File: config.mk
export PLATFORM = sky130hd
export DESIGN_NAME = rv64i_decode
export DESIGN_NICKNAME = d
export VERILOG_FILES = /design/src/rtl/rvdec_pkg.sv /design/src/rtl/rvdec_ctl.sv /design/src/rtl/rvdec_imm.sv /design/src/rtl/rv64i_decode.sv
export SDC_FILE = /design/constraint.sdc
export NUM_CORES = 1
export LEC_CHECK = 0
export BUFFER_PORTS_ARGS = -buffer_cell sky130_fd_sc_hd__buf_2
export CORE_MARGIN = 2
export CORE_UTILIZATION = 46
export DETAILED_ROUTE_END_ITERATION = 8
export PLACE_DENSITY = 0.95
export SYNTH_ARGS = -nofsm -noshare
export SYNTH_HDL_FRONTEND = slang
export SYNTH_SLANG_ARGS = --single-unit
File: constraint.sdc
create_clock -name vclk -period 4.9
set_input_delay 0.245 -clock vclk [all_inputs]
set_output_delay 0.245 -clock vclk [all_outputs]
set_load 0.05 [all_outputs]
File: src/rtl/rvdec_pkg.sv
package rvdec_pkg;

    localparam int unsigned REG_IDX_W = 5;
    localparam int unsigned OP_W      = 4;

    localparam logic [6:0] OPC_LUI    = 7'b0110111;
    localparam logic [6:0] OPC_AUIPC  = 7'b0010111;
    localparam logic [6:0] OPC_JAL    = 7'b1101111;
    localparam logic [6:0] OPC_JALR   = 7'b1100111;
    localparam logic [6:0] OPC_BRANCH = 7'b1100011;
    localparam logic [6:0] OPC_LOAD   = 7'b0000011;
    localparam logic [6:0] OPC_STORE  = 7'b0100011;
    localparam logic [6:0] OPC_OPIMM  = 7'b0010011;
    localparam logic [6:0] OPC_OP     = 7'b0110011;
    localparam logic [6:0] OPC_OPIMMW = 7'b0011011;
    localparam logic [6:0] OPC_OPW    = 7'b0111011;
    localparam logic [6:0] OPC_FENCE  = 7'b0001111;
    localparam logic [6:0] OPC_SYSTEM = 7'b1110011;

    localparam logic [6:0] F7_BASE = 7'b0000000;
    localparam logic [6:0] F7_ALT  = 7'b0100000;

    typedef enum logic [3:0] {
        CL_NONE   = 4'd0,
        CL_UPPER  = 4'd1,
        CL_JUMP   = 4'd2,
        CL_BRANCH = 4'd3,
        CL_LOAD   = 4'd4,
        CL_STORE  = 4'd5,
        CL_ALUI   = 4'd6,
        CL_SHIFTI = 4'd7,
        CL_ALUR   = 4'd8,
        CL_WORDI  = 4'd9,
        CL_WORDR  = 4'd10,
        CL_FENCE  = 4'd11,
        CL_SYSTEM = 4'd12
    } dec_class_e;

    typedef enum logic [2:0] {
        FM_NONE = 3'd0,
        FM_I    = 3'd1,
        FM_S    = 3'd2,
        FM_B    = 3'd3,
        FM_U    = 3'd4,
        FM_J    = 3'd5,
        FM_SH6  = 3'd6,
        FM_SH5  = 3'd7
    } imm_fmt_e;

    typedef struct packed {
        logic             legal;
        dec_class_e       cls;
        logic [OP_W-1:0]  op;
        imm_fmt_e         fmt;
    } dec_ctl_t;

    typedef struct packed {
        logic                  valid;
        logic                  illegal;
        dec_class_e            cls;
        logic [OP_W-1:0]       op;
        logic [REG_IDX_W-1:0]  rs1;
        logic [REG_IDX_W-1:0]  rs2;
        logic [REG_IDX_W-1:0]  rd;
    } dec_out_t;

endpackage

File: src/rtl/rvdec_ctl.sv
module rvdec_ctl
    import rvdec_pkg::*;
(
    input  logic [31:0] inst,
    output dec_ctl_t    ctl
);

    function automatic dec_ctl_t mk(input dec_class_e c,
                                    input logic [OP_W-1:0] o,
                                    input imm_fmt_e f);
        dec_ctl_t r;
        r.legal = 1'b1;
        r.cls   = c;
        r.op    = o;
        r.fmt   = f;
        return r;
    endfunction

    logic [6:0] opc;
    logic [2:0] f3;
    logic [6:0] f7;
    logic [5:0] f6;
    dec_ctl_t   ctl_d;

    assign opc = inst[6:0];
    assign f3  = inst[14:12];
    assign f7  = inst[31:25];
    assign f6  = inst[31:26];

    always_comb begin
        ctl_d = '{legal: 1'b0, cls: CL_NONE, op: '0, fmt: FM_NONE};
        case (opc)
            OPC_LUI:   ctl_d = mk(CL_UPPER, 4'd0, FM_U);
            OPC_AUIPC: ctl_d = mk(CL_UPPER, 4'd1, FM_U);
            OPC_JAL:   ctl_d = mk(CL_JUMP,  4'd0, FM_J);
            OPC_JALR: begin
                if (f3 == 3'b000) ctl_d = mk(CL_JUMP, 4'd1, FM_I);
            end
            OPC_BRANCH: begin
                if (f3[2:1] != 2'b01) ctl_d = mk(CL_BRANCH, {1'b0, f3}, FM_B);
            end
            OPC_LOAD: begin
                if (f3 != 3'b111) ctl_d = mk(CL_LOAD, {1'b0, f3}, FM_I);
            end
            OPC_STORE: begin
                if (!f3[2]) ctl_d = mk(CL_STORE, {1'b0, f3}, FM_S);
            end
            OPC_OPIMM: begin
                case (f3)
                    3'b001: begin
                        if (f6 == 6'b000000) ctl_d = mk(CL_SHIFTI, 4'b0001, FM_SH6);
                    end
                    3'b101: begin
                        if (f6 == 6'b000000)
                            ctl_d = mk(CL_SHIFTI, 4'b0101, FM_SH6);
                        else if (f6 == 6'b010000)
                            ctl_d = mk(CL_SHIFTI, 4'b1101, FM_SH6);
                    end
                    default: ctl_d = mk(CL_ALUI, {1'b0, f3}, FM_I);
                endcase
            end
            OPC_OP: begin
                if (f7 == F7_BASE)
                    ctl_d = mk(CL_ALUR, {1'b0, f3}, FM_NONE);
                else if (f7 == F7_ALT && (f3 == 3'b000 || f3 == 3'b101))
                    ctl_d = mk(CL_ALUR, {1'b1, f3}, FM_NONE);
            end
            OPC_OPIMMW: begin
                case (f3)
                    3'b000: ctl_d = mk(CL_WORDI, 4'd0, FM_I);
                    3'b001: begin
                        if (f7 == F7_BASE) ctl_d = mk(CL_WORDI, 4'b0001, FM_SH5);
                    end
                    3'b101: begin
                        if (f7 == F7_BASE)
                            ctl_d = mk(CL_WORDI, 4'b0101, FM_SH5);
                        else if (f7 == F7_ALT)
                            ctl_d = mk(CL_WORDI, 4'b1101, FM_SH5);
                    end
                    default: ;
                endcase
            end
            OPC_OPW: begin
                case (f3)
                    3'b000, 3'b101: begin
                        if (f7 == F7_BASE)
                            ctl_d = mk(CL_WORDR, {1'b0, f3}, FM_NONE);
                        else if (f7 == F7_ALT)
                            ctl_d = mk(CL_WORDR, {1'b1, f3}, FM_NONE);
                    end
                    3'b001: begin
                        if (f7 == F7_BASE) ctl_d = mk(CL_WORDR, 4'b0001, FM_NONE);
                    end
                    default: ;
                endcase
            end
            OPC_FENCE: begin
                if (inst[31:28] == 4'b0 && inst[19:15] == 5'b0 &&
                    inst[11:7] == 5'b0 && f3 == 3'b000)
                    ctl_d = mk(CL_FENCE, 4'd0, FM_NONE);
                else if (inst[31:15] == 17'b0 && inst[11:7] == 5'b0 && f3 == 3'b001)
                    ctl_d = mk(CL_FENCE, 4'd1, FM_NONE);
            end
            OPC_SYSTEM: begin
                if (inst == 32'h0000_0073)
                    ctl_d = mk(CL_SYSTEM, 4'd0, FM_NONE);
                else if (inst == 32'h0010_0073)
                    ctl_d = mk(CL_SYSTEM, 4'd1, FM_NONE);
            end
            default: ;
        endcase
    end

    assign ctl = ctl_d;

endmodule

File: src/rtl/rvdec_imm.sv
module rvdec_imm
    import rvdec_pkg::*;
#(
    parameter int unsigned XLEN = 64
) (
    input  logic [31:7]     inst_hi,
    input  imm_fmt_e        fmt,
    output logic [XLEN-1:0] imm
);

    localparam int unsigned EXT_I  = XLEN - 12;
    localparam int unsigned EXT_B  = XLEN - 13;
    localparam int unsigned EXT_U  = XLEN - 32;
    localparam int unsigned EXT_J  = XLEN - 21;
    localparam int unsigned PAD_S6 = XLEN - 6;
    localparam int unsigned PAD_S5 = XLEN - 5;

    logic            sgn;
    logic [XLEN-1:0] imm_d;

    assign sgn = inst_hi[31];

    always_comb begin
        case (fmt)
            FM_I:   imm_d = {{EXT_I{sgn}}, inst_hi[31:20]};
            FM_S:   imm_d = {{EXT_I{sgn}}, inst_hi[31:25], inst_hi[11:7]};
            FM_B:   imm_d = {{EXT_B{sgn}}, sgn, inst_hi[7], inst_hi[30:25],
                             inst_hi[11:8], 1'b0};
            FM_U:   imm_d = {{EXT_U{sgn}}, inst_hi[31:12], 12'b0};
            FM_J:   imm_d = {{EXT_J{sgn}}, sgn, inst_hi[19:12], inst_hi[20],
                             inst_hi[30:21], 1'b0};
            FM_SH6: imm_d = {{PAD_S6{1'b0}}, inst_hi[25:20]};
            FM_SH5: imm_d = {{PAD_S5{1'b0}}, inst_hi[24:20]};
            default: imm_d = '0;
        endcase
    end

    assign imm = imm_d;

endmodule

File: src/rtl/rv64i_decode.sv
module rv64i_decode
    import rvdec_pkg::*;
#(
    parameter int unsigned XLEN = 64
) (
    input  logic [31:0]     inst,
    output logic            valid,
    output logic            illegal,
    output logic [3:0]      dec_class,
    output logic [3:0]      dec_op,
    output logic [4:0]      rs1,
    output logic [4:0]      rs2,
    output logic [4:0]      rd,
    output logic [XLEN-1:0] imm
);

    dec_ctl_t        ctl;
    logic [XLEN-1:0] imm_raw;
    dec_out_t        out_d;
    logic [XLEN-1:0] imm_d;

    rvdec_ctl i_ctl (
        .inst (inst),
        .ctl  (ctl)
    );

    rvdec_imm #(.XLEN(XLEN)) i_imm (
        .inst_hi (inst[31:7]),
        .fmt     (ctl.fmt),
        .imm     (imm_raw)
    );

    always_comb begin
        out_d.rs1     = inst[19:15];
        out_d.rs2     = inst[24:20];
        out_d.rd      = inst[11:7];
        out_d.valid   = ctl.legal;
        out_d.illegal = !ctl.legal;
        if (ctl.legal) begin
            out_d.cls = ctl.cls;
            out_d.op  = ctl.op;
            imm_d     = imm_raw;
        end else begin
            out_d.cls = CL_NONE;
            out_d.op  = '0;
            imm_d     = '0;
        end
    end

    assign valid     = out_d.valid;
    assign illegal   = out_d.illegal;
    assign dec_class = out_d.cls;
    assign dec_op    = out_d.op;
    assign rs1       = out_d.rs1;
    assign rs2       = out_d.rs2;
    assign rd        = out_d.rd;
    assign imm       = imm_d;

endmodule

==> results by group, run 1 <==
Outcome
  – Status: finished, final reports clean

Layout
  – Layout cells sized above 1: 0.4551
  – Final Net Count: ~350
  – Seq_cells: 0
  – FF+latch area: 0 um2
  – Multi-input logic area: around 1200 um2
  – Clock buffer cells: 0
  – Area growth, synth to finish: 15.50%
  – Post-Layout Cell Count: between 300 and 400
  – Fill cells: ~380
  – # diodes: 0

Timing
  – Worst-Margin Slew: between 0.8 and 0.9 ns
  – Period utilisation layout: 0.5524
  – Unrepaired setup endpoints after global routing: false
  – Max Fclk: 369.4 MHz
  – PnR worst setup slack: approximately 2.2 ns
  – Fin. Hold Viols: 0
  – Setup TNS: 0 ns
  – # setup viols final: 0
  – Fin crit period: between 2 and 3 ns
  – Final Max Slew Viols: 0
  – Slew HR: 0.4287
  – WHS: about 0.80 ns

Floorplanning
  – Core ar.: ~3400 um2
  – Die Ht: 63.40 um
  – Die W: about 63 um
  – Die footprint: between 4000 and 5000 um2
  – FP Rows: 21
  – IO Count: approximately 120
  – Initial Util: 0.4825

Placement
  – Placed Instances: 358
  – Post-Place Setup Slack: between 2 and 2.5 ns
  – DP HPWL: 4201 um
  – I/O Buffers: roughly 120
  – Final Wtd Congestion: around 1

Global routing
  – First-pass GRT wire length: just under 9000 um
  – Initial antenna violation count: 0
  – Overall Global Routing Usage: 0.2543
  – Vias in the first global route: approximately 1800
  – Largest net degree at the start of global routing: 34
  – GRT Residual Overflow: 0

Synthesis
  – Syn avg cell area: between 6 and 7 um2
  – Sequential element share of the synthesized area: 0
  – Largest area contributor in the synthesized netlist: buf_4
  – Synth cell count leaders: buf_4, nand2_1, nor2_1
  – Yosys warnings: 0
  – Synth Net Count: 282
  – Yosys top cell area share: 0.2267
  – Distinct cells, synth: 55
  – Gate Count Post-Synth: 250
  – Top-count cell post-synth: buf_4
  – Mapped cell area: 1623 um2
  – Top cells by area, synth: buf_4, nand2_1, o21ai_1

Clocking
  – Hold-fix buffers, CTS: 0
  – # Post-CTS Setup Buffers: 0
  – Post_cts resized: 0

Critical path
  – Setup Crit Path Kind: primary input to primary output
  – CP Capture Type: primary output
  – Max stage delay on crit path: 0.33 ns
  – CP Launch Type: primary input
  – Cell Chain, Critical Path: buf_2 > nor2b_1 > o2111ai_4 > o21bai_2 > a211oi_4 > buf_4 > a21oi_1 > buf_4 > buf_2
  – Crit path max-delay cell type: nor2b_1
  – Crit path DAT: ~2.5 ns
  – Worst path required time: between 4 and 5 ns
  – Crit path max fanout: 33

Pwr
  – Peak VDD IR: slightly below 0.07 mV
  – Leak Pwr: 0.001013 uW
  – Cell Pwr Density: slightly below 90 nW/um2

Detailed routing
  – Vias: ~2100
  – WL per Instance: ~15 um
  – Routed WL: around 5300 um
  – Remaining antenna violation count: 0
  – Post-DR vias/cell: ~5.7
  – DRC viols: 0
  – Drt initial violations: 136
  – First-pass iteration count of the detailed router: 4

Flow run
  – Max cap viols: 0

Hold path
  – Worst hold-check path type: primary input to primary output
metal layers:
metal | vias up | global-route usage | wire length (um)
li1 | 991 | - | -
met1 | 937 | 0.3531 | 2245
met2 | 123 | 0.4289 | 2486
met3 | 7 | 0.02143 | 472
met4 | 0 | 0.04891 | 73
met5 | - | 0 | 0
power breakdown:
group	leakage [uW]	switching [uW]	internal [uW]	total [uW]
logic	0.00101	125	38.7	163
clock network	0	0	0	0
registers	0	0	0	0
final cells by class:
class	instances	share of cell area
multi-input cells	183	0.6242
repair buffers	124	0.3351
well taps	46	0.03071
inverters	5	0.01001
stage by stage:
stage,utilization,total power [uW],instance area [um2]
after floorplan,-,134.4,1623
after global placement,0.5573,160.8,1874
after global routing,0.5573,173.6,1874
after CTS,0.5573,162.6,1874
final,0.5573,163.5,1874
after detailed placement,0.5573,162.1,1874
cell families after synthesis:
kind of cell	Yosys count	synth area share
AO/OA/AOI/OAI	65	0.2884
XOR/XNOR	1	0.005398
buffers and inverters	67	0.2837
multiplexers	5	0.03084
AND/OR/NAND/NOR	112	0.3917
worst max-delay path, delay by kind of cell:
| family | cells | cell delay (ns) |
|---|---|---|
| AOI/OAI and AO/OA | 4 | 0.79 |
| buffers and inverters | 4 | 1.06 |
| and+or+nand+nor | 1 | 0.33 |
final timing paths:
| kind | start | end | cells past startpoint |
|---|---|---|---|
| setup / recovery | inst[12] | imm[53] | 9 |
| hold / removal | inst[18] | rs1[3] | 2 |
cell usage in the layout, fill, tap and decap left out, drive strengths merged, types with 2 or more instances in the layout:
cell type	count
buf	124
nand2	31
o21ai	23
nor2	22
a21oi	12
nand3	8
mux2i	5
inv	5
nor3	5
nor2b	4
nand4	4
nand4b	4
and3	4
nor3b	4
nor4	4
a211oi	4
or4	3
nand2b	3
o31a	3
o32ai	3
o22ai	3
and2b	2
and4b	2
o21bai	2
nor4b	2
or2	2
nand3b	2
a21boi	2
or3	2
o21a	2
a41oi	2
a22oi	2
o2111ai	2
Note: power is estimated with default switching activity, not from simulation.
==> inputs of run 2 (changes only) <==
--- a/config.mk
+++ b/config.mk
@@ -7,9 +7,9 @@
 export LEC_CHECK = 0
 export BUFFER_PORTS_ARGS = -buffer_cell sky130_fd_sc_hd__buf_2
 export CORE_MARGIN = 2
-export CORE_UTILIZATION = 46
+export CORE_UTILIZATION = 39
 export DETAILED_ROUTE_END_ITERATION = 8
-export PLACE_DENSITY = 0.95
+export PLACE_DENSITY = 0.9
 export SYNTH_ARGS = -nofsm -noshare
 export SYNTH_HDL_FRONTEND = slang
 export SYNTH_SLANG_ARGS = --single-unit
==> constraint.sdc (replaced) <==
create_clock -name vclk -period 2.3
set_input_delay 0.115 -clock vclk [all_inputs]
set_output_delay 0.115 -clock vclk [all_outputs]
set_load 0.05 [all_outputs]
==> results by group, run 2 (same netlist as run 1, synthesis figures left out) <==
Global routing
  – Largest net degree at the start of global routing: 34
  – First-pass GRT wire length: about 7700 um
  – Initial antenna violation count: 0
  – GRT Residual Overflow: 0
  – Vias in the first global route: 1652
  – Overall Global Routing Usage: 0.2061

Detailed routing
  – First-pass iteration count of the detailed router: 4
  – Routed WL: between 5000 and 6000 um
  – Post-DR vias/cell: between 5 and 6
  – Vias: approximately 2000
  – Remaining antenna violation count: 0
  – DRC viols: 0
  – WL per Instance: 14.15 um
  – Drt initial violations: 93

Floorplanning
  – Initial Util: 0.4057
  – Die W: 68.51 um
  – Die footprint: roughly 4700 um2
  – FP Rows: 23
  – IO Count: around 120
  – Die Ht: slightly below 70 um
  – Core ar.: roughly 4000 um2

Placement
  – Post-Place Setup Slack: between 0.15 and 0.2 ns
  – DP HPWL: approximately 4300 um
  – Placed Instances: about 370
  – I/O Buffers: roughly 120
  – Placed Area: 1971 um2
  – Final Wtd Congestion: 1.014

Hold path
  – WHS Endpoint: rs1[0]
  – Hold Crit Start: inst[15]
  – Worst hold-check path type: primary input to primary output
  – Hold path cells: 2

Layout
  – Commonest non-fill, non-tap cell in the layout: buf_2
  – Most frequent cells in the layout: buf_2, nand2_1, nor2_1
  – Final instance area: about 2000 um2
  – Seq_cells: 0
  – Clock buffer cells: 0
  – Layout cells sized above 1: 0.4734
  – Fill cells: 419
  – # diodes: 0
  – FF+latch area: 0 um2
  – Post-Layout Cell Count: 369
  – Final Net Count: 353
  – Area growth, synth to finish: 21.43%

Critical path
  – Worst path required time: ~2.2 ns
  – Setup Crit Path Kind: primary input to primary output
  – Crit path max fanout: 24
  – Crit path DAT: approximately 2 ns
  – CP Capture Type: primary output
  – CP Launch Type: primary input

Clocking
  – Hold-fix buffers, CTS: 0
  – # Post-CTS Setup Buffers: 0
  – Post_cts resized: 0

Pwr
  – Peak VDD IR: about 0.098 mV
  – Clock network fraction of design power: 0
  – P_int: around 89 uW
  – Cell Pwr Density: 180.1 nW/um2
  – Leak Pwr: around 0.0011 uW
  – Share of power burned in registers: 0
  – Sw frac: 0.7504
  – Sw Pwr: 266.4 uW
  – Gate power share: 1.000

Timing
  – Fin crit period: between 2 and 2.5 ns
  – Fin. Hold Viols: 0
  – Max Fclk: around 470 MHz
  – Worst-Margin Slew: roughly 0.56 ns
  – # setup viols final: 0
  – Final Max Slew Viols: 0
  – PnR worst setup slack: ~0.16 ns
  – Unrepaired setup endpoints after global routing: false
  – Period utilisation layout: 0.9299
  – Slew HR: 0.6264

Outcome
  – Status: finished, final reports clean

Flow run
  – Max cap viols: 0
## run 2: changes by cell type in the layout (fill, tap and decap cells not counted), sizes merged
cell	change
buf	+7
## run 2: through the flow
| step | hold WS [ns] | setup TNS (ns) | utilization | power [uW] |
|---|---|---|---|---|
| after detailed placement | 0.5442 | 0 | 0.4926 | 354.7 |
| after global routing | 0.5485 | 0 | 0.4926 | 376.5 |
| after floorplan | 0.3971 | -1.535 | - | 286.6 |
| after global placement | 0.5412 | 0 | 0.4926 | 351.3 |
| after CTS | 0.5442 | 0 | 0.4926 | 355.4 |
| final | 0.5437 | 0 | 0.4926 | 355.0 |
## run 2: layout make-up
cell class | count | area (um2) | area share
multi-input combinational | 183 | 1184 | 0.6006
timing repair buffer | 131 | 705.7 | 0.3581
tap | 50 | 62.56 | 0.03175
inverter | 5 | 18.77 | 0.009524
## run 2: how the worst max path moves through the flow
stage	from	endpoint	slack [ns]	cells after the start
2_1_floorplan	inst[2]	imm[32]	-0.05	8
3_3_place_gp	inst[12]	imm[8]	0.21	8
3_5_place_dp	inst[12]	imm[9]	0.18	8
4_1_cts	inst[12]	imm[9]	0.17	8
5_1_grt	inst[12]	imm[9]	0.05	8
6_report	inst[12]	imm[9]	0.16	8
## run 2: metal layers
metal / global-route usage / part of all wire / vias up
li1: - / - / 1000
met1: 0.2984 / 0.44 / 922
met2: 0.3486 / 0.47 / 106
met3: 0.006494 / 0.082 / 6
met4: 0.02250 / 0.010 / 0
met5: 0 / 0 / -
## run 2: critical path, cell delays in order
cell	delay, ns
buf_2	0.24
nor2b_1	0.34
o2111ai_4	0.22
o21bai_2	0.28
a211oi_4	0.16
buf_12	0.20
nor3b_2	0.18
buf_2	0.28
## run 2: power groups by stage
stage	combinational, uW	sequential, uW	clock [uW]
after floorplan	287	0	0
after global placement	351	0	0
after detailed placement	355	0	0
after CTS	355	0	0
after global routing	376	0	0
final	355	0	0
